**config.mk**
```make
export PLATFORM = sky130hd
export DESIGN_NAME = cc_line_pulse_gen
export DESIGN_NICKNAME = d
export VERILOG_FILES = /design/src/rtl/cc_pkg.sv /design/src/rtl/cc_ref_div.sv /design/src/rtl/cc_line_cnt.sv /design/src/rtl/cc_pulse_ctrl.sv /design/src/rtl/cc_line_pulse_gen.sv
export SDC_FILE = /design/constraint.sdc
export NUM_CORES = 1
export LEC_CHECK = 0
export CORE_ASPECT_RATIO = 0.9
export CORE_MARGIN = 2
export CORE_UTILIZATION = 49
export CTS_CLUSTER_DIAMETER = 60
export DETAILED_ROUTE_END_ITERATION = 8
export PLACE_DENSITY = 0.74
export SLEW_MARGIN = 0
export SYNTH_ARGS = -nofsm -noshare
export SYNTH_HDL_FRONTEND = slang
export SYNTH_SLANG_ARGS = --single-unit
```
**constraint.sdc**
```tcl
create_clock -name clk -period 1.7 [get_ports clk]
set_input_delay 0.51 -clock clk [delete_from_list [all_inputs] [get_ports clk]]
set_output_delay 0.51 -clock clk [all_outputs]
set_load 0.03 [all_outputs]
```
**src/rtl/cc_pkg.sv**
```systemverilog
package cc_pkg;
   typedef enum logic [1:0] {
      MODE_VCR_HS  = 2'b00,
      MODE_VCR_OSC = 2'b01,
      MODE_TV_21   = 2'b10,
      MODE_TV_22   = 2'b11
   } cap_mode_e;

   function automatic logic even_only(input cap_mode_e m);
      return (m == MODE_VCR_HS) || (m == MODE_VCR_OSC);
   endfunction
endpackage

```
**src/rtl/cc_ref_div.sv**
```systemverilog
module cc_ref_div #(
   parameter int DIV_RATIO = 32
) (
   input  logic clk,
   input  logic rst_n,
   input  logic en,
   input  logic osc_tick,
   output logic ref_tick
);
   localparam int CW = (DIV_RATIO > 2) ? $clog2(DIV_RATIO) : 1;
   localparam bit POW2 = (DIV_RATIO & (DIV_RATIO - 1)) == 0;

   if (DIV_RATIO < 2) begin : g_bad_ratio
      $error("cc_ref_div: DIV_RATIO must be at least 2");
   end

   logic [CW-1:0] cnt_q, cnt_nxt;
   logic          last;
   logic          ref_q;

   if (POW2) begin : g_pow2
      assign last    = &cnt_q;
      assign cnt_nxt = cnt_q + 1'b1;
   end else begin : g_any
      assign last    = (cnt_q == CW'(DIV_RATIO - 1));
      assign cnt_nxt = last ? '0 : cnt_q + 1'b1;
   end

   always_ff @(posedge clk or negedge rst_n) begin
      if (!rst_n) begin
         cnt_q <= '0;
         ref_q <= 1'b0;
      end else if (!en) begin
         cnt_q <= '0;
         ref_q <= 1'b0;
      end else begin
         ref_q <= 1'b0;
         if (osc_tick) begin
            cnt_q <= cnt_nxt;
            ref_q <= last;
         end
      end
   end

   assign ref_tick = ref_q;

   AST_REF_FROM_OSC: assert property (@(posedge clk) disable iff (!rst_n)
      ref_q |-> $past(osc_tick && en));
   AST_REF_SINGLE: assert property (@(posedge clk) disable iff (!rst_n)
      ref_q |=> !ref_q);
endmodule

```
**src/rtl/cc_line_cnt.sv**
```systemverilog
module cc_line_cnt #(
   parameter int MAX_LINE = 1023,
   localparam int CW = $clog2(MAX_LINE + 1)
) (
   input  logic          clk,
   input  logic          rst_n,
   input  logic          vsync,
   input  logic          tick,
   output logic [CW-1:0] line
);
   if (MAX_LINE < 2) begin : g_bad_max
      $error("cc_line_cnt: MAX_LINE must be at least 2");
   end

   localparam logic [CW-1:0] TOP = CW'(MAX_LINE);

   logic [CW-1:0] line_q;
   logic          at_top;

   assign at_top = (line_q == TOP);

   always_ff @(posedge clk or negedge rst_n) begin
      if (!rst_n)               line_q <= TOP;
      else if (vsync)           line_q <= CW'(1);
      else if (tick && !at_top) line_q <= line_q + 1'b1;
   end

   assign line = line_q;

   AST_VSYNC_RESTART: assert property (@(posedge clk) disable iff (!rst_n)
      vsync |=> (line_q == CW'(1)));
   AST_LINE_STEP: assert property (@(posedge clk) disable iff (!rst_n)
      (tick && !vsync && !at_top) |=> (line_q == $past(line_q) + 1'b1));
   AST_NO_OVERFLOW: assert property (@(posedge clk) disable iff (!rst_n)
      (at_top && !vsync) |=> at_top);
endmodule

```
**src/rtl/cc_pulse_ctrl.sv**
```systemverilog
module cc_pulse_ctrl
   import cc_pkg::*;
#(
   parameter int LINE_STD = 21,
   parameter int LINE_ALT = 22,
   parameter int CW       = 10
) (
   input  logic          clk,
   input  logic          rst_n,
   input  cap_mode_e     mode,
   input  logic          vsync,
   input  logic          field_even,
   input  logic [CW-1:0] line,
   output logic          line_pulse,
   output logic          field_flag,
   output logic          capture
);
   if (LINE_STD < 2 || LINE_ALT < 2) begin : g_bad_line
      $error("cc_pulse_ctrl: caption lines must follow line 1");
   end
   if (LINE_STD >= (1 << CW) || LINE_ALT >= (1 << CW)) begin : g_bad_width
      $error("cc_pulse_ctrl: caption line does not fit the counter");
   end

   logic          field_q;
   logic          field_out_q;
   logic          pulse_prev_q;
   logic [CW-1:0] target;
   logic          eligible;

   always_comb begin
      unique case (mode)
         MODE_TV_22: target = CW'(LINE_ALT);
         default:    target = CW'(LINE_STD);
      endcase
      eligible = even_only(mode) ? field_q : 1'b1;
   end

   assign line_pulse = (line == target) && eligible;

   always_ff @(posedge clk or negedge rst_n) begin
      if (!rst_n) begin
         field_q      <= 1'b0;
         field_out_q  <= 1'b0;
         pulse_prev_q <= 1'b0;
      end else begin
         if (vsync) field_q <= field_even;
         if (!line_pulse) field_out_q <= field_q;
         pulse_prev_q <= line_pulse;
      end
   end

   assign capture    = pulse_prev_q && !line_pulse;
   assign field_flag = (mode == MODE_VCR_OSC) ? 1'b0 : field_out_q;

   AST_CAPTURE_SINGLE: assert property (@(posedge clk) disable iff (!rst_n)
      capture |=> !capture);
   AST_FLAG_HOLD: assert property (@(posedge clk) disable iff (!rst_n)
      ($fell(line_pulse) && $stable(mode)) |-> $stable(field_flag));
   AST_EVEN_ONLY: assert property (@(posedge clk) disable iff (!rst_n)
      (line_pulse && even_only(mode) && $stable(mode) && !$past(vsync)) |-> field_q);
endmodule

```
**src/rtl/cc_line_pulse_gen.sv**
```systemverilog
module cc_line_pulse_gen
   import cc_pkg::*;
#(
   parameter int DIV_RATIO = 32,
   parameter int MAX_LINE  = 1023,
   parameter int LINE_STD  = 21,
   parameter int LINE_ALT  = 22
) (
   input  logic       clk,
   input  logic       rst_n,
   input  logic [1:0] mode_i,
   input  logic       vsync_i,
   input  logic       hsync_i,
   input  logic       field_even_i,
   input  logic       osc_tick_i,
   output logic       line_pulse_o,
   output logic       field_flag_o,
   output logic       capture_o,
   output logic       ref_tick_o
);
   localparam int CW = $clog2(MAX_LINE + 1);

   if (LINE_STD >= MAX_LINE || LINE_ALT >= MAX_LINE) begin : g_bad_cfg
      $error("cc_line_pulse_gen: caption lines must lie below MAX_LINE");
   end

   cap_mode_e     mode;
   logic          osc_mode;
   logic          ref_tick;
   logic          line_tick;
   logic [CW-1:0] line;

   assign mode      = cap_mode_e'(mode_i);
   assign osc_mode  = (mode == MODE_VCR_OSC);
   assign line_tick = osc_mode ? ref_tick : hsync_i;

   cc_ref_div #(.DIV_RATIO(DIV_RATIO)) i_div (
      .clk      (clk),
      .rst_n    (rst_n),
      .en       (osc_mode),
      .osc_tick (osc_tick_i),
      .ref_tick (ref_tick)
   );

   cc_line_cnt #(.MAX_LINE(MAX_LINE)) i_cnt (
      .clk   (clk),
      .rst_n (rst_n),
      .vsync (vsync_i),
      .tick  (line_tick),
      .line  (line)
   );

   cc_pulse_ctrl #(.LINE_STD(LINE_STD), .LINE_ALT(LINE_ALT), .CW(CW)) i_ctrl (
      .clk        (clk),
      .rst_n      (rst_n),
      .mode       (mode),
      .vsync      (vsync_i),
      .field_even (field_even_i),
      .line       (line),
      .line_pulse (line_pulse_o),
      .field_flag (field_flag_o),
      .capture    (capture_o)
   );

   assign ref_tick_o = ref_tick;

   AST_PULSE_ON_TICK: assert property (@(posedge clk) disable iff (!rst_n)
      ($rose(line_pulse_o) && $stable(mode_i)) |-> $past(line_tick || vsync_i));
   AST_REF_IDLE: assert property (@(posedge clk) disable iff (!rst_n)
      (!osc_mode && $past(!osc_mode)) |-> !ref_tick_o);
endmodule

```
==> impl_metrics.ini, run 1 <==
[power_and_ir_drop]
irDropWorstVdd_mv = 0.527
p_seq_share_pct = 54.2
intPower_mw = 0.650
p_leak_nw = 0.716
power_density_mw_per_mm2 = 539
combPwrFrac_pct = 19.7
p_sw_mw = 0.234
power_mw = 0.885
p_clk_share_pct = 26.1
switching_share_pct = 26.5

[synth]
synth_common_cells = dfstp_2, dfrtp_1, nor2_1, nand2_1
synth-edff-count = 0
ys.flop_type = dfstp_2
ys_ff_latch = 19
async_flop_share_pct = 100
synth_most_common_cell = dfstp_2
ys_seq_area_share_pct = 46.7
synthCells = 100
synth.top_cell.area_share_pct = 25.1
yosys_warnings = 0
synth_area_leaders = dfstp_2, dfrtp_1, ha_1, o31ai_1, or4_1
syn-cell-area_mm2 = 0.00105
syn-mean-instance-area_um2 = 10.5
synth_cell_types = 36
synth_top_area_cell = dfstp_2
syn_nets = 111

[global_route]
grt_pass1_vias = 988
globalRouteOverflowTotal = 0
grt_antenna_before_repair = 0
gr-usage-all-layers_pct = 25.8
grt_max_degree = 20
grt_pass1_wl_um = 4600

[placement]
place_inst = 158
pre_cts_ws_ns = -1.01
gp_routability_congestion = 0.832
placed_area_mm2 = 0.00138
place_hpwl_um = 1900
io_buffer_count = 11

[min_path]
hp-class = reg -> reg
min_from = i_ctrl.field_out_q
whs_path_depth = 1
hold_path_end = i_ctrl.field_out_q

[die]
initial_core_util_pct = 53.1
core_area_mm2 = 0.00197
io_pins = 12
dieWidth_um = 52.7
dieArea_mm2 = 0.00252
num_rows = 15
die_h_um = 47.8

[final_layout]
stdcell_count = 173
drive_gt1_share_pct = 60.1
final-seq-area_um2 = 488
antenna_cells = 0
n_fill_cell = 110
nets = 160
area_growth_pct = 56.9
post-route-util_pct = 83.3
multi_input_area_um2 = 668
final_cell_area_mm2 = 0.00164

[sta]
finalCritPeriodShare_pct = 129
maxSlewHeadroom_pct = 71.8
tns_ns = -2.50
finClkSkew_ns = 0.00473
hold_viol = 0
period_minus_slack_ns = 2.19
worst_pin_slew_ns = 0.420
worst_slack_ns = -0.495
clock.fmax_ghz = 0.456
hold_slack_ns = 0.523
setup_violations = 11
rsz0062_at_grt = true
drv_slew = 0

[clocking]
clkLatencyLatePin_ns = 0.30
ctsHoldBuffers = 0
cts_tree = yes
numCtsBuffers = 3
cts_buffer_depth = 2
cts_num_sinks = 19
clk_pin_slew_ns = 0.10
h-tree-depth = 1
cts-root-buf = clkbuf_4

[critical_path]
crit_fanout = 2
path_class = reg -> out
critPathRequiredTime_ns = 1.19
cp-end-kind = primary output
r2r_slack_ns = -0.24
startpoint_type = flip-flop
critPathArrivalTime_ns = 1.68
r2r_start = i_cnt.line[0]
worst_r2r_path_depth = 7
timing.rr.end = i_cnt.line[6]

[drt]
vias = 1018
drc_errors = 0
drtIter0Drc = 11
wl_per_cell_um = 17.6
dr.pass1.iters = 4
final_antenna_net_count = 0
vias_per_cell = 5.88
wirelength_um = 3040

[flow_run]
maxCapViolations = 0

[status]
status = finished, violations left
violations = negative setup slack
critical path: stages, from the launching register on:
cell and delay (ns):
dfstp_2 0.56, a21bo_4 0.22, o21ai_2 0.13, o2111ai_2 0.14, buf_4 0.17, inv_2 0.05
buf_6 0.12
power groups by stage:
| stage | logic, mW | clock network [mW] | registers (mW) |
|---|---|---|---|
| 6_report | 0.175 | 0.231 | 0.479 |
| 5_1_grt | 0.188 | 0.254 | 0.481 |
| 4_1_cts | 0.155 | 0.235 | 0.479 |
| 3_5_place_dp | 0.134 | 0 | 0.487 |
| 3_3_place_gp | 0.128 | 0 | 0.486 |
| 2_1_floorplan | 0.0604 | 0 | 0.487 |
logic make-up after synthesis:
| group | share of synthesized area, % |
|---|---|
| AOI/OAI and AO/OA | 14.1 |
| DFF | 46.7 |
| muxes | 6.46 |
| adders and majority gates | 3.59 |
| buffers and inverters | 4.55 |
| xor gates and xnor gates | 2.51 |
| and+or+nand+nor | 22.1 |
sequential cells by signal, summed over array words and instances, names as in the netlist:
| signal | cells |
|---|---|
| i_div.ref_tick | 1 |
| i_cnt.line | 10 |
| i_ctrl.field_q | 1 |
| i_div.cnt_q | 5 |
| i_ctrl.pulse_prev_q | 1 |
| i_ctrl.field_out_q | 1 |
final cells by class:
cell class                      count  share of cell area [%]
Clock buffer                        4                    1.60
Sequential cell                    19                    29.7
Multi-Input combinational cell     71                    40.7
Inverter                            5                    1.14
Tap cell                           25                    1.91
Timing Repair Buffer               49                    24.9
placed cells by master (no fill, tap or decap), types with 2 or more instances in the layout:
cell / count
buf_4: 34
dfstp_2: 10
dfrtp_1: 9
buf_6: 8
nor2_1: 7
clkdlybuf4s50_1: 5
nand2_1: 4
inv_1: 4
o31ai_1: 4
nand4_1: 3
or4_4: 3
a21oi_1: 3
mux2_2: 3
clkbuf_4: 3
nor4_2: 2
and2_4: 2
a21oi_2: 2
nand3_1: 2
or4_1: 2
o21ai_0: 2
mux2i_1: 2
o41ai_2: 2
xor2_1: 2
ha_1: 2
routing by layer:
layer	vias to the layer above	wire, um	GRT usage [%]
li1	471	-	-
met1	509	1320	34.1
met2	30	1550	45.0
met3	8	115	5.63
met4	0	64	4.62
met5	-	0	0
worst max path at each step:
stage / startpoint / to / slack (ns) / cells after the start
2_1_floorplan: i_cnt.line[0] / capture_o / -0.04 / 4
3_3_place_gp: mode_i[1] / capture_o / -0.99 / 6
3_5_place_dp: mode_i[1] / capture_o / -1.01 / 6
4_1_cts: i_cnt.line[0] / line_pulse_o / -0.48 / 6
5_1_grt: i_cnt.line[0] / line_pulse_o / -0.56 / 6
6_report: i_cnt.line[0] / line_pulse_o / -0.49 / 6
repair_timing:
item                                    4_1_cts  5_1_grt
pin swaps                                     9        7
hold endpoints to repair                      0        0
setup buffers                                 4        6
resized for setup                            31       20
endpoints found under the setup margin       14       14
gates cloned                                  0        1
Power figures use the tool's default switching activity.
==> run 2, diff against run 1 <==
--- a/config.mk
+++ b/config.mk
@@ -7,10 +7,10 @@
 export LEC_CHECK = 0
 export CORE_ASPECT_RATIO = 0.9
 export CORE_MARGIN = 2
-export CORE_UTILIZATION = 49
+export CORE_UTILIZATION = 58
 export CTS_CLUSTER_DIAMETER = 60
 export DETAILED_ROUTE_END_ITERATION = 8
-export PLACE_DENSITY = 0.74
+export PLACE_DENSITY = 0.82
 export SLEW_MARGIN = 0
 export SYNTH_ARGS = -nofsm -noshare
 export SYNTH_HDL_FRONTEND = slang
==> constraint.sdc (replaced) <==
create_clock -name clk -period 2.8 [get_ports clk]
set_input_delay 0.84 -clock clk [delete_from_list [all_inputs] [get_ports clk]]
set_output_delay 0.84 -clock clk [all_outputs]
set_load 0.03 [all_outputs]
==> run 2 against run 1 <==
  * The run now ends clean
  * Flip-flop and latch count stayed put
  * Core utilization shrank 9.9 points
  * Die area shrank 14%
  * Critical path depth up 1
  * First-iteration DRC count shrank 36%
  * Wire length down 36%
==> impl_metrics.ini, run 2 (synthesis gave the netlist of run 1 again) <==
[critical_path]
timing.rr.end = i_cnt.line[8]
crit_chain = dlygate4sd2_1 -> a21bo_2 -> o21ai_1 -> o2111ai_1 -> buf_4 -> inv_2 -> buf_6
path_class = in -> out
crit_path_start = mode_i[0]
path_delay_family = buffers and inverters
path_depth = 7
r2r_start = i_cnt.line[0]
r2r_slack_ns = 0.77
cpMaxStageDelayCell = dlygate4sd2_1
critPathArrivalTime_ns = 1.90
crit_path_end = line_pulse_o
worst_r2r_path_depth = 6
critPathRequiredTime_ns = 1.96
startpoint_type = primary input
crit_fanout = 3
crit_buf_inv = 4
cp-end-kind = primary output
slowest_delay_ns = 0.26

[die]
initial_core_util_pct = 62.2
dieWidth_um = 48.8
die_h_um = 44.3
dieArea_mm2 = 0.00216
core_area_mm2 = 0.00168
io_pins = 12
num_rows = 14

[sta]
setup_violations = 0
rsz0062_at_grt = false
hold_viol = 0
drv_slew = 0
worst_pin_slew_ns = 0.579
finClkSkew_ns = 0.00584
worst_slack_ns = 0.0577
period_minus_slack_ns = 2.74
clock.fmax_ghz = 0.365
finalCritPeriodShare_pct = 97.9
maxSlewHeadroom_pct = 61.1

[power_and_ir_drop]
p_seq_share_pct = 58.6
irDropWorstVdd_mv = 0.344
power_density_mw_per_mm2 = 404
intPower_mw = 0.371
p_clk_share_pct = 28.8
power_mw = 0.498
p_sw_mw = 0.127
switching_share_pct = 25.5
combPwrFrac_pct = 12.6
p_leak_nw = 0.500

[final_layout]
n_fill_cell = 125
layout_commonest_cell = dfstp_2
area_growth_pct = 17.9
drive_gt1_share_pct = 26.7
antenna_cells = 0
nets = 128
final_cell_area_mm2 = 0.00123
final_cell_mix = dfstp_2, dfrtp_1, nor2_1
largest_reg_flops = 10

[drt]
vias_per_cell = 5.85
dr.pass1.iters = 4
vias = 819
drtIter0Drc = 7
wirelength_um = 1940
wl_per_cell_um = 13.9
final_antenna_net_count = 0
drc_errors = 0

[placement]
pre_cts_ws_ns = -0.648
placed_area_mm2 = 0.00121
io_buffer_count = 11
place_hpwl_um = 1430
gp_routability_congestion = 0.810

[clocking]
cts_num_sinks = 19
numCtsBuffers = 3
post_cts_buffers = 0
cts-root-buf = clkbuf_4
cts_buffer_depth = 2
ctsHoldBuffers = 0
h-tree-depth = 1
clkLatencyLatePin_ns = 0.31
cts_tree = yes
clk_pin_slew_ns = 0.10

[global_route]
grt_pass1_vias = 799
globalRouteOverflowTotal = 0
grt_antenna_before_repair = 0
grt_max_degree = 20
gr-usage-all-layers_pct = 22.5
grt_pass1_wl_um = 3500

[flow_run]
maxCapViolations = 0

[min_path]
hp-class = reg -> reg

[status]
status = finished clean
-- run 2: changes by cell type in the layout (fill, tap and decap cells not counted), sizes merged --
cell	delta
buf	-33
clkbuf	-1
clkdlybuf4s15	+1
clkdlybuf4s50	+1
-- run 2: power by group through the flow --
stage                     Combinational [mW]  Clock [mW]  Sequential, mW
after floorplan                       0.0348           0           0.295
after detailed placement              0.0635           0           0.296
after CTS                             0.0631       0.147           0.292
final                                 0.0628       0.144           0.292
after global placement                0.0621           0           0.296
after global routing                  0.0714       0.158           0.293
-- run 2: worst min-delay path by stage --
stage	start	endpoint	slack [ns]	cells past startpoint
floorplan	i_ctrl.field_out_q	i_ctrl.field_out_q	0.47	1
global placement	i_ctrl.field_out_q	i_ctrl.field_out_q	0.48	1
detailed placement	i_ctrl.field_out_q	i_ctrl.field_out_q	0.50	1
CTS	i_ctrl.field_out_q	i_ctrl.field_out_q	0.53	1
global route	i_cnt.line[3]	i_cnt.line[3]	0.54	2
finish	i_ctrl.field_out_q	i_ctrl.field_out_q	0.52	1
-- run 2: metal layers --
layer,vias up,global-route usage [%],wire (um)
li1,410,-,-
met1,393,26.7,871
met2,11,38.1,966
met3,5,5.41,48
met5,-,0,0
met4,0,13.7,55
-- run 2: area by class of cell --
cell class / count / area, um2 / share of cell area [%]
Clock buffer: 4 / 26.3 / 2.13
Sequential cell: 19 / 488 / 39.6
Inverter: 5 / 18.8 / 1.52
Timing Repair Buffer: 17 / 160 / 13.0
Tap cell: 24 / 30.0 / 2.43
Multi-Input combinational cell: 71 / 510 / 41.4
-- run 2: what timing repair did --
action | 4_1_cts | 5_1_grt
gates resized for setup | 10 | 1
setup endpoints to repair | 2 | 2
pin swaps | 0 | 1
-- run 2: per-stage QoR --
step                      hold WS (ns)  instances  util, %  TNS (ns)
after floorplan                  0.472        100        -         0
after global placement           0.482        136     71.9    -0.798
after detailed placement         0.503        136     71.9    -0.909
after CTS                        0.526        140     73.3         0
after global routing             0.536        140     73.4         0
final                            0.519        140     73.4         0
==> run 3, diff against run 2 <==
--- a/config.mk
+++ b/config.mk
@@ -5,7 +5,6 @@
 export SDC_FILE = /design/constraint.sdc
 export NUM_CORES = 1
 export LEC_CHECK = 0
-export CORE_ASPECT_RATIO = 0.9
 export CORE_MARGIN = 2
 export CORE_UTILIZATION = 58
 export CTS_CLUSTER_DIAMETER = 60
==> run 3 against run 2 <==
  * Core utilization fell by 2.6 points
  * Sequential power is essentially flat
  * First-iteration DRC count grew 130%
  * Critical path depth unchanged
  * Count of clock-buffer cells in the layout is 1 lower
  * Non-clock buffer count is 2 lower
  * Global-route usage up 1.1 points
==> impl_metrics.ini, run 3 (synthesis gave the netlist of run 1 again) <==
[status]
status = finished clean

[clocking]
clkLatencyLatePin_ns = 0.31
post_cts_buffers = 0
h-tree-depth = 1
numCtsBuffers = 3
cts_buffer_depth = 2
clk_pin_slew_ns = 0.12
cts_tree = yes
cts-root-buf = clkbuf_4
cts_num_sinks = 19

[sta]
worst_pin_slew_ns = 0.770
period_minus_slack_ns = 2.74
clock.fmax_ghz = 0.365
finClkSkew_ns = 0.00831
hold_slack_ns = 0.509
setup_violations = 0
finalCritPeriodShare_pct = 97.7
hold_viol = 0
drv_slew = 0
rsz0062_at_grt = false
maxSlewHeadroom_pct = 48.3

[placement]
place_hpwl_um = 1470
place_inst = 135
io_buffer_count = 11
gp_routability_congestion = 0.806

[global_route]
grt_pass1_vias = 819
gr-usage-all-layers_pct = 23.6
globalRouteOverflowTotal = 0
grt_antenna_before_repair = 0
grt_max_degree = 20
grt_pass1_wl_um = 3460

[final_layout]
final_cell_mix = dfstp_2, dfrtp_1, nor2_1
multi_input_area_um2 = 510
area_growth_pct = 15.6
largest_reg_flops = 10
layout_commonest_cell = dfstp_2
antenna_cells = 0
n_fill_cell = 136
drive_gt1_share_pct = 26.3
nets = 126
stdcell_count = 139
final-seq-area_um2 = 488

[drt]
vias_per_cell = 6.03
wl_per_cell_um = 14.7
dr.pass1.iters = 4
final_antenna_net_count = 0
drtIter0Drc = 16
wirelength_um = 2040
vias = 838
drc_errors = 0

[power_and_ir_drop]
power_mw = 0.498
power_density_mw_per_mm2 = 412
p_leak_nw = 0.487
irDropWorstVdd_mv = 0.365

[critical_path]
cpMaxStageDelayCell = dlygate4sd2_1
crit_fanout = 3
cp-end-kind = primary output
path_delay_family = buffers and inverters
crit_buf_inv = 4
path_class = in -> out
slowest_delay_ns = 0.25
startpoint_type = primary input
crit_chain = dlygate4sd2_1 -> a21bo_2 -> o21ai_1 -> o2111ai_1 -> buf_4 -> inv_2 -> buf_6
critPathRequiredTime_ns = 1.96
critPathArrivalTime_ns = 1.90

[flow_run]
maxCapViolations = 0

[die]
core_area_mm2 = 0.00171
initial_core_util_pct = 61.2
die_h_um = 46.5
io_pins = 12
dieArea_mm2 = 0.00216
dieWidth_um = 46.5
num_rows = 15

[min_path]
hp-class = reg -> reg
==> run 3: worst paths after layout <==
check,start,endpoint,slack [ns],cells past startpoint
max,mode_i[0],line_pulse_o,0.06,7
min,i_cnt.line[4],i_cnt.line[4],0.51,2
max reg2reg,i_cnt.line[0],i_cnt.line[7],0.68,5
min reg2reg,i_cnt.line[4],i_cnt.line[4],0.51,2
max in group asynchronous,rst_n,i_cnt.line[3],1.69,2
min in group asynchronous,rst_n,i_div.cnt_q[1],0.84,2
==> run 3: what timing repair did <==
item / 4_1_cts / 5_1_grt
hold buffers: 0 / 0
setup endpoints to repair: 2 / 2
gates resized for setup: 10 / 1
gates cloned: 0 / 0
pin swaps: 0 / 1
==> run 3: through the flow <==
step,cell area (um2),TNS (ns),worst slack [ns],util (%)
6_report,1210,0,0.0635,70.8
3_5_place_dp,1180,-0.877,-0.629,69.3
4_1_cts,1210,0,0.0230,70.7
5_1_grt,1210,0,0.0129,70.8
2_1_floorplan,1050,0,0.353,-
3_3_place_gp,1180,-0.768,-0.579,69.3
==> run 3: final cells by class <==
type,count,area share [%]
multi-input combinational,71,42.2
tap,25,2.59
sequential,19,40.4
inverter,5,1.55
clock buffer,3,1.86
timing repair buffer,15,11.0
clock inverter,1,0.414
==> run 3: report_power, final <==
part | switching (mW) | leakage, nW | total, mW | internal [mW]
registers | 0.00760 | 0.224 | 0.293 | 0.285
logic | 0.0313 | 0.245 | 0.0589 | 0.0276
clock network | 0.0925 | 0.0177 | 0.146 | 0.0535
==> run 3: layer usage <==
layer,part of all wire (%),vias to the layer above,track usage (%)
li1,-,405,-
met4,2.3,0,10.3
met3,4.3,4,5.88
met1,44,407,28.9
met5,0,-,0
met2,49,22,39.2
==> run 3: worst min-delay path, delay by kind of cell (launching register included) <==
family / cells / cell delay (ns)
AO/OA/AOI/OAI: 2 / 0.12
flip-flops: 1 / 0.40
